$ cat src/rtl/edac_pkg.sv
package edac_pkg;

    parameter int unsigned DW = 16;
    parameter int unsigned CW = 6;

    typedef enum logic [1:0] {
        MODE_GEN  = 2'b00,
        MODE_READ = 2'b01,
        MODE_DIAG = 2'b10,
        MODE_CORR = 2'b11
    } mode_e;

    typedef enum logic [1:0] {
        ST_CLEAN,
        ST_DATA_ERR,
        ST_CHECK_ERR,
        ST_MULTI_ERR
    } status_e;

    typedef struct packed {
        logic [DW-1:0] data;
        logic [CW-1:0] chk;
    } word_t;

    function automatic int popcnt(input int v);
        int n;
        n = 0;
        for (int b = 0; b < 32; b++) n += (v >> b) & 1;
        return n;
    endfunction

    // Column of data bit idx: odd-weight codes of weight >= 3 in ascending order.
    function automatic logic [CW-1:0] data_column(input int idx);
        int seen;
        logic [CW-1:0] r;
        seen = 0;
        r = '0;
        for (int w = 3; w <= int'(CW); w += 2) begin
            for (int v = 1; v < (1 << CW); v++) begin
                if (popcnt(v) == w) begin
                    if (seen == idx) r = v[CW-1:0];
                    seen++;
                end
            end
        end
        return r;
    endfunction

endpackage

$ cat src/rtl/edac_parity_gen.sv
module edac_parity_gen
    import edac_pkg::*;
#(
    parameter int unsigned D_W = DW,
    parameter int unsigned C_W = CW
) (
    input  logic [D_W-1:0] data,
    output logic [C_W-1:0] check
);
    logic [C_W-1:0] term [D_W];

    for (genvar i = 0; i < D_W; i++) begin : g_term
        localparam logic [C_W-1:0] COL = C_W'(data_column(i));
        assign term[i] = data[i] ? COL : '0;
    end

    always_comb begin
        check = '0;
        for (int i = 0; i < int'(D_W); i++) check ^= term[i];
    end
endmodule

$ cat src/rtl/edac_word_reg.sv
module edac_word_reg
    import edac_pkg::*;
(
    input  logic  clk,
    input  logic  rst,
    input  logic  load,
    input  word_t d,
    output word_t q
);
    always_ff @(posedge clk) begin
        if (rst)       q <= '0;
        else if (load) q <= d;
    end
endmodule

$ cat src/rtl/edac_syndrome_dec.sv
module edac_syndrome_dec
    import edac_pkg::*;
#(
    parameter int unsigned D_W = DW,
    parameter int unsigned C_W = CW
) (
    input  word_t          stored,
    output logic [C_W-1:0] syndrome,
    output logic [D_W-1:0] fixed,
    output status_e        status
);
    logic [C_W-1:0] regen;
    logic [D_W-1:0] hit;

    edac_parity_gen #(.D_W(D_W), .C_W(C_W)) u_regen (
        .data  (stored.data),
        .check (regen)
    );

    assign syndrome = regen ^ stored.chk;

    for (genvar i = 0; i < D_W; i++) begin : g_hit
        localparam logic [C_W-1:0] COL = C_W'(data_column(i));
        assign hit[i] = (syndrome == COL);
    end

    always_comb begin
        fixed = stored.data ^ hit;
        if (syndrome == '0)         status = ST_CLEAN;
        else if (|hit)              status = ST_DATA_ERR;
        else if ($onehot(syndrome)) status = ST_CHECK_ERR;
        else                        status = ST_MULTI_ERR;
    end
endmodule

$ cat src/rtl/secded16_edac.sv
module secded16_edac
    import edac_pkg::*;
#(
    parameter int unsigned DATA_W = DW,
    parameter int unsigned CHK_W  = CW
) (
    input  logic              clk,
    input  logic              rst,
    input  logic [1:0]        mode,
    input  logic              cap_en,
    input  logic [DATA_W-1:0] data_in,
    input  logic [CHK_W-1:0]  check_in,
    output logic [DATA_W-1:0] data_out,
    output logic              data_oe,
    output logic [CHK_W-1:0]  check_out,
    output logic              check_oe,
    output logic              sef,
    output logic              def
);
    mode_e          mode_q;
    word_t          cap_d, word_q;
    logic [CHK_W-1:0]  gen_chk, syn;
    logic [DATA_W-1:0] fixed;
    status_e        status;
    logic           load;

    assign mode_q = mode_e'(mode);
    assign load   = (mode_q == MODE_READ) && cap_en;
    assign cap_d  = '{data: data_in, chk: check_in};

    edac_parity_gen #(.D_W(DATA_W), .C_W(CHK_W)) u_gen (
        .data  (data_in),
        .check (gen_chk)
    );

    edac_word_reg u_reg (
        .clk  (clk),
        .rst  (rst),
        .load (load),
        .d    (cap_d),
        .q    (word_q)
    );

    edac_syndrome_dec #(.D_W(DATA_W), .C_W(CHK_W)) u_dec (
        .stored   (word_q),
        .syndrome (syn),
        .fixed    (fixed),
        .status   (status)
    );

    always_comb begin
        data_out  = '0;
        data_oe   = 1'b0;
        check_out = '0;
        check_oe  = 1'b0;
        sef       = 1'b0;
        def       = 1'b0;
        case (mode_q)
            MODE_GEN: begin
                check_out = gen_chk;
                check_oe  = 1'b1;
            end
            MODE_READ: ;
            MODE_DIAG, MODE_CORR: begin
                check_out = syn;
                check_oe  = 1'b1;
                sef = (status == ST_DATA_ERR) || (status == ST_CHECK_ERR);
                def = (status == ST_MULTI_ERR);
                if (mode_q == MODE_CORR) begin
                    data_out = fixed;
                    data_oe  = 1'b1;
                end
            end
            default: ;
        endcase
    end
endmodule

$ cat config.mk
export PLATFORM = sky130hd
export DESIGN_NAME = secded16_edac
export DESIGN_NICKNAME = d
export VERILOG_FILES = /design/src/rtl/edac_pkg.sv /design/src/rtl/edac_parity_gen.sv /design/src/rtl/edac_word_reg.sv /design/src/rtl/edac_syndrome_dec.sv /design/src/rtl/secded16_edac.sv
export SDC_FILE = /design/constraint.sdc
export NUM_CORES = 1
export LEC_CHECK = 0
export BUFFER_PORTS_ARGS = -buffer_cell sky130_fd_sc_hd__buf_2
export CORE_MARGIN = 3
export CORE_UTILIZATION = 43
export CTS_CLUSTER_DIAMETER = 60
export DETAILED_ROUTE_END_ITERATION = 10
export PLACE_DENSITY = 0.74
export RECOVER_POWER = 25
export SYNTH_ARGS = -nofsm -noshare
export SYNTH_HDL_FRONTEND = slang
export SYNTH_SLANG_ARGS = --single-unit
$ cat constraint.sdc
create_clock -name clk -period 4.7 [get_ports clk]
set_clock_uncertainty 0.2 [all_clocks]
set_input_delay 0.705 -clock clk [delete_from_list [all_inputs] [get_ports clk]]
set_output_delay 0.705 -clock clk [all_outputs]
set_load 0.05 [all_outputs]
==> impl_results.md, run 1 <==
* Status: finished clean
* 1st-iter DRT viols at between 70 and 80
* DRC at 0
* Worst skew pair latency at around 0.26 ns
* Hold Fails Final Rpt at 0
* Count of cell types in the netlist at 35
* Top cell type by total area after synthesis: dfxtp_1
* Hold Slack at roughly 0.28 ns
* Worst r2r src: u_reg.q[21]
* Fraction of registers with async set/reset at 0
* Crit. End Element: output port
* Antenna violations before repair at 0
* Core Area at around 4800 um^2
* # rows at 25
* RSZ-0062 raised after global routing: false
* Drt first pass iters at 5
* Mapped Avg Cell Area at 8.36 um^2
* HP Start: u_reg.q[5]
* Worst hold path depth at 2
* Vias at ~1900
* Synthesis-stage register bit count at 22
* XOR/XNOR Fraction of Synth Area at 0.406
* Initial core utilization at 0.453
* Ys Warns at 0
* Setup crit start kind: register
* First-pass GRT wire length at 8250 um
* Clock-pin slew on the worst setup and hold paths at around 0.08 ns
* Place WS at around 0.16 ns
* Final antenna-violating net count at 0
* # H-tree levels at 1
* DP HPWL at 4290 um
* Hold EP: u_reg.q[5]
* Post-Place Cells at approximately 370
* Fin crit period at 4.53 ns
* Worst path required time at 3.80 ns
* CP arrival at 3.62 ns
* Setup Total Neg Slack at 0 ns
* Crit share post-route at 0.963
* Largest net degree at the start of global routing at 23
* Main combinational cell family by area after synthesis: XOR/XNOR gates
* GRT Util Overall at 0.171
* EDFF count, synth at 0
* R2R Setup Slk at ~3.7 ns
* Routability cong. at 0.854
* Post-synthesis compound-gate area fraction at 0.0993
* Peak VDD IR at roughly 250 uV
* Hold buffer count at CTS at 0
* Diode count at 0
* Final setup viols at 0
* Worst rel slew slack at 0.213
* Share of layout cells above drive strength 1 at 0.286
* Synth-to-Final Area Change at 22.3%
* CTS max path bufs at 2
* CTS tree: built
* Area share of the largest cell type after synthesis at 0.202
* Post-synthesis net count at 297
* Grt total ovfl at 0
* Fin nets at around 350
* Die Span Y at 77.2 um
* Slew @ Worst Pin at 1.18 ns
* DIE AREA at a little under 6000 um^2
* Hold Crit Class: register to register
* Drt wl/cell at approximately 14 um
* Root Buffer: clkbuf_8
* Worst R2R Path Depth at 2
* Clk sink count at 22
* Top_reg_cell synth: dfxtp_1
* Share of synthesized area spent on multiplexers at 0
* Max FFs per register at 22
* Post-route cell area at between 2000 and 3000 um^2
* Placed inst area at between 2000 and 3000 um^2
* Largest regs: u_reg.q x22
* Achievable Freq at approximately 0.22 GHz
* Critical Path Fanout Max at 4
* Post-synthesis sequential area ratio at 0.202
* Finished Layout Cells at around 380
* Largest cells by area after synthesis: dfxtp_1, xnor2_1, xor2_1
* Mapped Area at approximately 2200 um^2
* Port Buffers at 52
* CTS Buf Count at 3
* Reg2reg end: u_reg.q[21]
* Final Max Tran Viols at 0
* Vias per inst at ~5.0
* Synth Area in Adders at 0.0585
* Pwr Density at 369 nW/um^2
* Max-cap violation count at 0
* Most flops, register: u_reg.q
* Die W at ~77 um
* Leakage power at about 1.1 nW
* Mapped Cells at 261
* Vias in the first global route at roughly 1700
* Total routed wirelength at ~5400 um
* Simple-gate portion of the synthesized area at 0.200
* Io pins at 53
* Post-route worst setup slack at around 0.17 ns
* Kind of critical path: register to output port
## report_power, final
part / total (mW) / leakage (nW) / switching (mW) / internal (mW)
clock network: 0.132 / 0.0288 / 0.0574 / 0.0746
logic: 0.650 / 0.931 / 0.384 / 0.266
registers: 0.202 / 0.181 / 0.00924 / 0.192
## worst max path at each step
stage / from / endpoint / slack (ns) / cells after the start
floorplan: u_reg.q[18] / sef / 0.30 / 12
global placement: u_reg.q[18] / sef / 0.26 / 13
detailed placement: u_reg.q[18] / sef / 0.16 / 13
CTS: u_reg.q[21] / sef / 0.1 / 13
global route: u_reg.q[17] / sef / 0.008 / 14
finish: u_reg.q[12] / sef / 0.17 / 12
## final cells by class
| class | instances | area [um^2] |
|---|---|---|
| timing repair buffer | 59 | 317 |
| multi-input combinational | 222 | 1730 |
| sequential | 22 | 449 |
| clock buffer | 4 | 55.1 |
| fill | 466 | 2150 |
| tap | 67 | 83.8 |
| inverter | 8 | 32.5 |
## through the flow
step / util / power [mW]
final: 0.554 / 0.984
after floorplan: - / 0.673
after global routing: 0.554 / 1.05
after global placement: 0.520 / 0.777
after CTS: 0.535 / 0.932
after detailed placement: 0.520 / 0.789
## placed cells by master (no fill, tap or decap), types with 7 or more instances in the layout
cell	count
nand3_1	14
xor2_1	30
inv_1	7
dfxtp_1	17
nor2_1	22
nand2_1	47
xnor2_1	38
buf_2	49
a21oi_1	23
buf_4	7
## per-layer routing
layer,vias to the layer above,track usage,wire (um)
li1,953,-,-
met1,865,0.232,2400
met2,75,0.286,2570
met3,4,0.0223,345
met4,0,0.0463,42
met5,-,0,0
## timing repair
item	4_1_cts	5_1_grt
gates resized for setup	2	13
hold endpoints to repair	0	0
setup buffers	0	4
pin swaps	1	5
endpoints found under the setup margin	2	2
## synthesized netlist by cell type (3+ instances only)
cell type  instances
nand2_1           47
a21oi_1           23
xnor3_1            4
inv_1              7
nor2_1            22
a22o_1             5
ha_1               7
nand3_1           14
clkbuf_1           8
xnor2_1           40
dfxtp_1           22
and2_1             3
xor2_1            31
xnor2_2            5
## logic make-up (layout without fill, tap and decap cells)
| family | Yosys count | after routing |
|---|---|---|
| adders and majority gates | 9 | 9 |
| buffers and inverters | 17 | 71 |
| and+or+nand+nor | 96 | 96 |
| AOI/OAI and AO/OA | 33 | 33 |
| DFF | 22 | 22 |
| xor gates and xnor gates | 84 | 84 |
## critical path: stages, from the launching register on
cell	delay (ns)
dfxtp_4	0.37
xnor3_2	0.41
xor3_2	0.47
xor2_4	0.22
buf_4	0.15
and2_4	0.15
fa_1	0.42
ha_1	0.30
nor3_2	0.18
a21oi_1	0.09
ha_1	0.28
and2_1	0.16
buf_6	0.15
Power figures use the tool's default switching activity.
==> run 2: changes to the inputs <==
- RECOVER_POWER: 25 -> 50
==> impl_results.md, run 2 (same netlist as run 1, synthesis figures left out) <==
* DIE AREA at 5960 um^2
* Grt total ovfl at 0
* Most flops, register: u_reg.q
* Vias in the first global route at approximately 1700
* First-pass GRT wire length at ~8300 um
* CP arrival at ~3.6 ns
* Diode count at 0
* Root Buffer: clkbuf_8
* Final antenna-violating net count at 0
* Drt first pass iters at 5
* # rows at 25
* WP buf/inv at 2
* Initial core utilization at 0.453
* DP HPWL at around 4300 um
* Most common cell after layout, fill and taps aside: buf_2
* Total routed wirelength at about 5400 um
* GRT Util Overall at 0.171
* CTS max path bufs at 2
* Fin nets at 352
* Status: finished clean
* Fin crit period at between 4 and 5 ns
* Routability cong. at around 0.85
* Clock-pin slew on the worst setup and hold paths at roughly 0.080 ns
* Crit. End Element: output port
* CP max stage cell: xor3_2
* 1st-iter DRT viols at slightly above 70
* Antenna violations before repair at 0
* Max FFs per register at 22
* CTS Buf Count at 3
* Worst skew pair latency at 0.26 ns
* Worst path required time at about 3.8 ns
* Top cell by count, worst path: ha_1
* Core Area at a little under 5000 um^2
* Crit share post-route at 0.963
* Hold Crit Class: register to register
* RSZ-0062 raised after global routing: false
* Hold Slack at 0.276 ns
* Vias at 1897
* Achievable Freq at ~0.22 GHz
* Clk sink count at 22
* Port Buffers at between 50 and 60
* Largest net degree at the start of global routing at 23
* Max-cap violation count at 0
* Pwr Density at about 370 nW/um^2
* Die W at approximately 77 um
* Final Max Tran Viols at 0
* Sequence of cells on the critical path: xnor3_2, xor3_2, xor2_4, buf_4, and2_4, fa_1, ha_1, nor3_2, a21oi_1, ha_1, and2_1, buf_6
* Peak VDD IR at between 200 and 300 uV
* CTS tree: built
* Slew @ Worst Pin at roughly 1.2 ns
* # H-tree levels at 1
* Hold buffer count at CTS at 0
* Drt wl/cell at 14.0 um
* Synth-to-Final Area Change at 22.2%
* Hold Fails Final Rpt at 0
* DRC at 0
* Setup Total Neg Slack at 0 ns
* Die Span Y at between 70 and 80 um
* Most frequent cells in the layout: buf_2, nand2_1, xnor2_1, xor2_1, a21oi_1
* Share of layout cells above drive strength 1 at 0.283
* Peak per-stage delay on the critical path at 0.47 ns
* Setup crit start kind: register
* Vias per inst at about 5.0
* Worst rel slew slack at 0.213
* Final setup viols at 0
* Io pins at 53
* Delay-heaviest family, CP: XOR/XNOR gates
* Kind of critical path: register to output port
* Largest regs: u_reg.q x22
* Critical Path Fanout Max at 4
* Leakage power at 1.14 nW
-- run 2: final timing paths --
path / slack [ns] / start / to / cells past startpoint
worst max register to register: 3.66 / u_reg.q[21] / u_reg.q[21] / 2
worst min register to register: 0.28 / u_reg.q[5] / u_reg.q[5] / 2
worst min-delay path: 0.28 / u_reg.q[5] / u_reg.q[5] / 2
worst max-delay path: 0.17 / u_reg.q[12] / sef / 12
-- run 2: worst min-delay path: stages (launching register included) --
cell and delay [ns]:
dfxtp_1 0.33, nand2_1 0.06, a21oi_1 0.05
-- run 2: per-stage QoR --
| stage | util | area, um^2 | power, mW | instances | worst slack [ns] |
|---|---|---|---|---|---|
| finish | 0.553 | 2670 | 0.984 | 382 | 0.173 |
| global route | 0.553 | 2670 | 1.05 | 382 | 0.00787 |
| CTS | 0.535 | 2570 | 0.932 | 378 | 0.0966 |
| detailed placement | 0.520 | 2510 | 0.789 | 374 | 0.162 |
| global placement | 0.520 | 2510 | 0.777 | 374 | 0.261 |
| floorplan | - | 2180 | 0.673 | 261 | 0.303 |
-- run 2: per-layer routing --
metal | up-vias | routed length (um) | global-route usage
met1 | 865 | 2410 | 0.232
met4 | 0 | 42 | 0.0463
met2 | 75 | 2570 | 0.286
met5 | - | 0 | 0
met3 | 4 | 345 | 0.0223
li1 | 953 | - | -
-- run 2: final cells by class --
type	count	area, um^2
Clock buffer	4	55.1
Timing Repair Buffer	59	315
Sequential cell	22	449
Inverter	8	32.5
Fill cell	467	2150
Tap cell	67	83.8
Multi-Input combinational cell	222	1730
-- run 2: repair_timing --
| item | in CTS | in global routing |
|---|---|---|
| setup endpoints to repair | 2 | 2 |
| buffers inserted | 0 | 4 |
| resized for setup | 2 | 13 |
| pin swaps | 1 | 5 |
-- run 2: power breakdown --
group | switching, mW | internal (mW)
Sequential | 0.00924 | 0.192
Clock | 0.0574 | 0.0746
Combinational | 0.384 | 0.266
==> run 3: changes to the inputs <==
- CTS_BUF_LIST: default -> sky130_fd_sc_hd__clkbuf_4
==> impl_results.md, run 3 (same netlist as run 1, synthesis figures left out) <==
* Initial core utilization at 0.453
* Peak per-stage delay on the critical path at 0.47 ns
* Most flops, register: u_reg.q
* Worst rel slew slack at 0.215
* Fin util at 0.552
* Final antenna-violating net count at 0
* Delay-heaviest family, CP: adder cells
* Drt wl/cell at 13.9 um
* Crit share post-route at 0.968
* Largest regs: u_reg.q x22
* Finished Layout Cells at around 380
* Port Buffers at 52
* DP HPWL at between 4000 and 5000 um
* Post-route cell area at 2660 um^2
* Achievable Freq at 0.220 GHz
* Hold Fails Final Rpt at 0
* CP max stage cell: xor3_2
* Worst R2R Path Depth at 2
* Met1 global-route usage at 0.234
* Root Buffer: clkbuf_4
* Slew @ Worst Pin at between 1 and 1.5 ns
* Final Power at 951 uW
* WP buf/inv at 3
* M3 GR Usage at 0.0223
* Max FFs per register at 22
* Max-cap violation count at 0
* Fin nets at ~350
* DRC at 0
* Leakage power at approximately 1.1 nW
* Worst path required time at 3.80 ns
* Vias per inst at between 4 and 5
* CTS Buf Count at 3
* Vias at roughly 1900
* Worst skew pair latency at approximately 0.30 ns
* Vias in the first global route at between 1500 and 2000
* Worst hold path depth at 2
* Hold Crit Class: register to register
* Top Usage Layer GRT: met2
* Share of layout cells above drive strength 1 at 0.293
* CTS tree: built
* CP arrival at about 3.6 ns
* Clock-pin slew on the worst setup and hold paths at approximately 0.11 ns
* Kind of critical path: register to output port
* Worst r2r src: u_reg.q[21]
* Setup crit start kind: register
* Final setup viols at 0
* Antenna violations before repair at 0
* Grt total ovfl at 0
* Sequence of cells on the critical path: xnor3_2, xor3_2, xor2_4, inv_4, ha_4, fa_1, inv_1, ha_2, nor3_2, a21oi_1, ha_1, and2_4, buf_6
* Status: finished clean
* 1st-iter DRT viols at about 80
* Crit. End Element: output port
* Post-Place Cells at roughly 370
* Largest net degree at the start of global routing at 23
* DIE AREA at 5960 um^2
* Most common cell after layout, fill and taps aside: buf_2
* Most frequent cells in the layout: buf_2, nand2_1, xnor2_1, xor2_1, a21oi_1
* R2R Setup Slk at 3.68 ns
* Hold EP: u_reg.q[5]
* Peak VDD IR at between 200 and 250 uV
* Synth-to-Final Area Change at 21.9%
* Met2 usage at 0.285
* HP Start: u_reg.q[5]
* Pwr Density at roughly 360 nW/um^2
* GRT Util Overall at 0.170
* Routability cong. at 0.854
* Io pins at 53
* Reg2reg end: u_reg.q[21]
* Fin crit period at ~4.5 ns
* Core Area at ~4800 um^2
* Clk sink count at 22
* Post-route worst setup slack at between 0.15 and 0.2 ns
* # rows at 25
* Total routed wirelength at between 5000 and 6000 um
* Critical Path Fanout Max at 4
* Place WS at between 0.15 and 0.2 ns
* Drt first pass iters at 4
* Final Max Tran Viols at 0
* Die Span Y at between 70 and 80 um
* CTS max path bufs at 2
* Die W at a little under 80 um
* Placed inst area at approximately 2500 um^2
* Diode count at 0
* First-pass GRT wire length at ~8000 um
* # H-tree levels at 1
## run 3: cell types whose count changed in the layout (fill, tap and decap cells not counted), sizes merged
cell / previous run / this run
buf: 56 / 59
clkinv: 0 / 1
clkbuf: 7 / 5
## run 3: per-layer routing
layer  wire length, um  share of wire
met1              2470           0.46
met2              2540           0.48
met3               297          0.056
met4                26         0.0049
met5                 0              0
## run 3: area by class of cell
cell class / instances / area (um^2)
Clock buffer: 3 / 22.5
Clock inverter: 1 / 3.75
Fill cell: 471 / 2160
Inverter: 8 / 32.5
Multi-Input combinational cell: 222 / 1730
Sequential cell: 22 / 449
Tap cell: 67 / 83.8
Timing Repair Buffer: 61 / 332
## run 3: repair_timing
action                                  CTS  global route
hold buffers                              0             0
endpoints found under the setup margin    2             2
buffers inserted                          0             6
pin swaps                                 1             8
gates resized for setup                   3            14
## run 3: worst max path at each step
stage               cells after the start  endpoint  slack, ns         from
floorplan                              12       sef       0.30  u_reg.q[18]
global placement                       13       sef       0.26  u_reg.q[18]
detailed placement                     13       sef       0.16  u_reg.q[18]
CTS                                    13       sef       0.05  u_reg.q[15]
global route                           13       sef      -0.02  u_reg.q[17]
finish                                 13       sef       0.15  u_reg.q[12]
## run 3: worst reg2reg max path, cell delays in order, from the launching register on
cell and delay, ns:
dfxtp_1 0.50, nand2_1 0.08, a21oi_1 0.17
## run 3: power by group
group | internal [mW] | leakage (nW) | switching [mW] | total [mW]
Combinational | 0.279 | 0.940 | 0.387 | 0.666
Sequential | 0.192 | 0.181 | 0.00904 | 0.201
Clock | 0.0310 | 0.0154 | 0.0529 | 0.0838
## run 3: stage by stage
step	setup TNS, ns	hold slack [ns]
2_1_floorplan	0	0.248
3_3_place_gp	0	0.259
3_5_place_dp	0	0.264
4_1_cts	0	0.280
5_1_grt	-0.0212	0.298
6_report	0	0.279
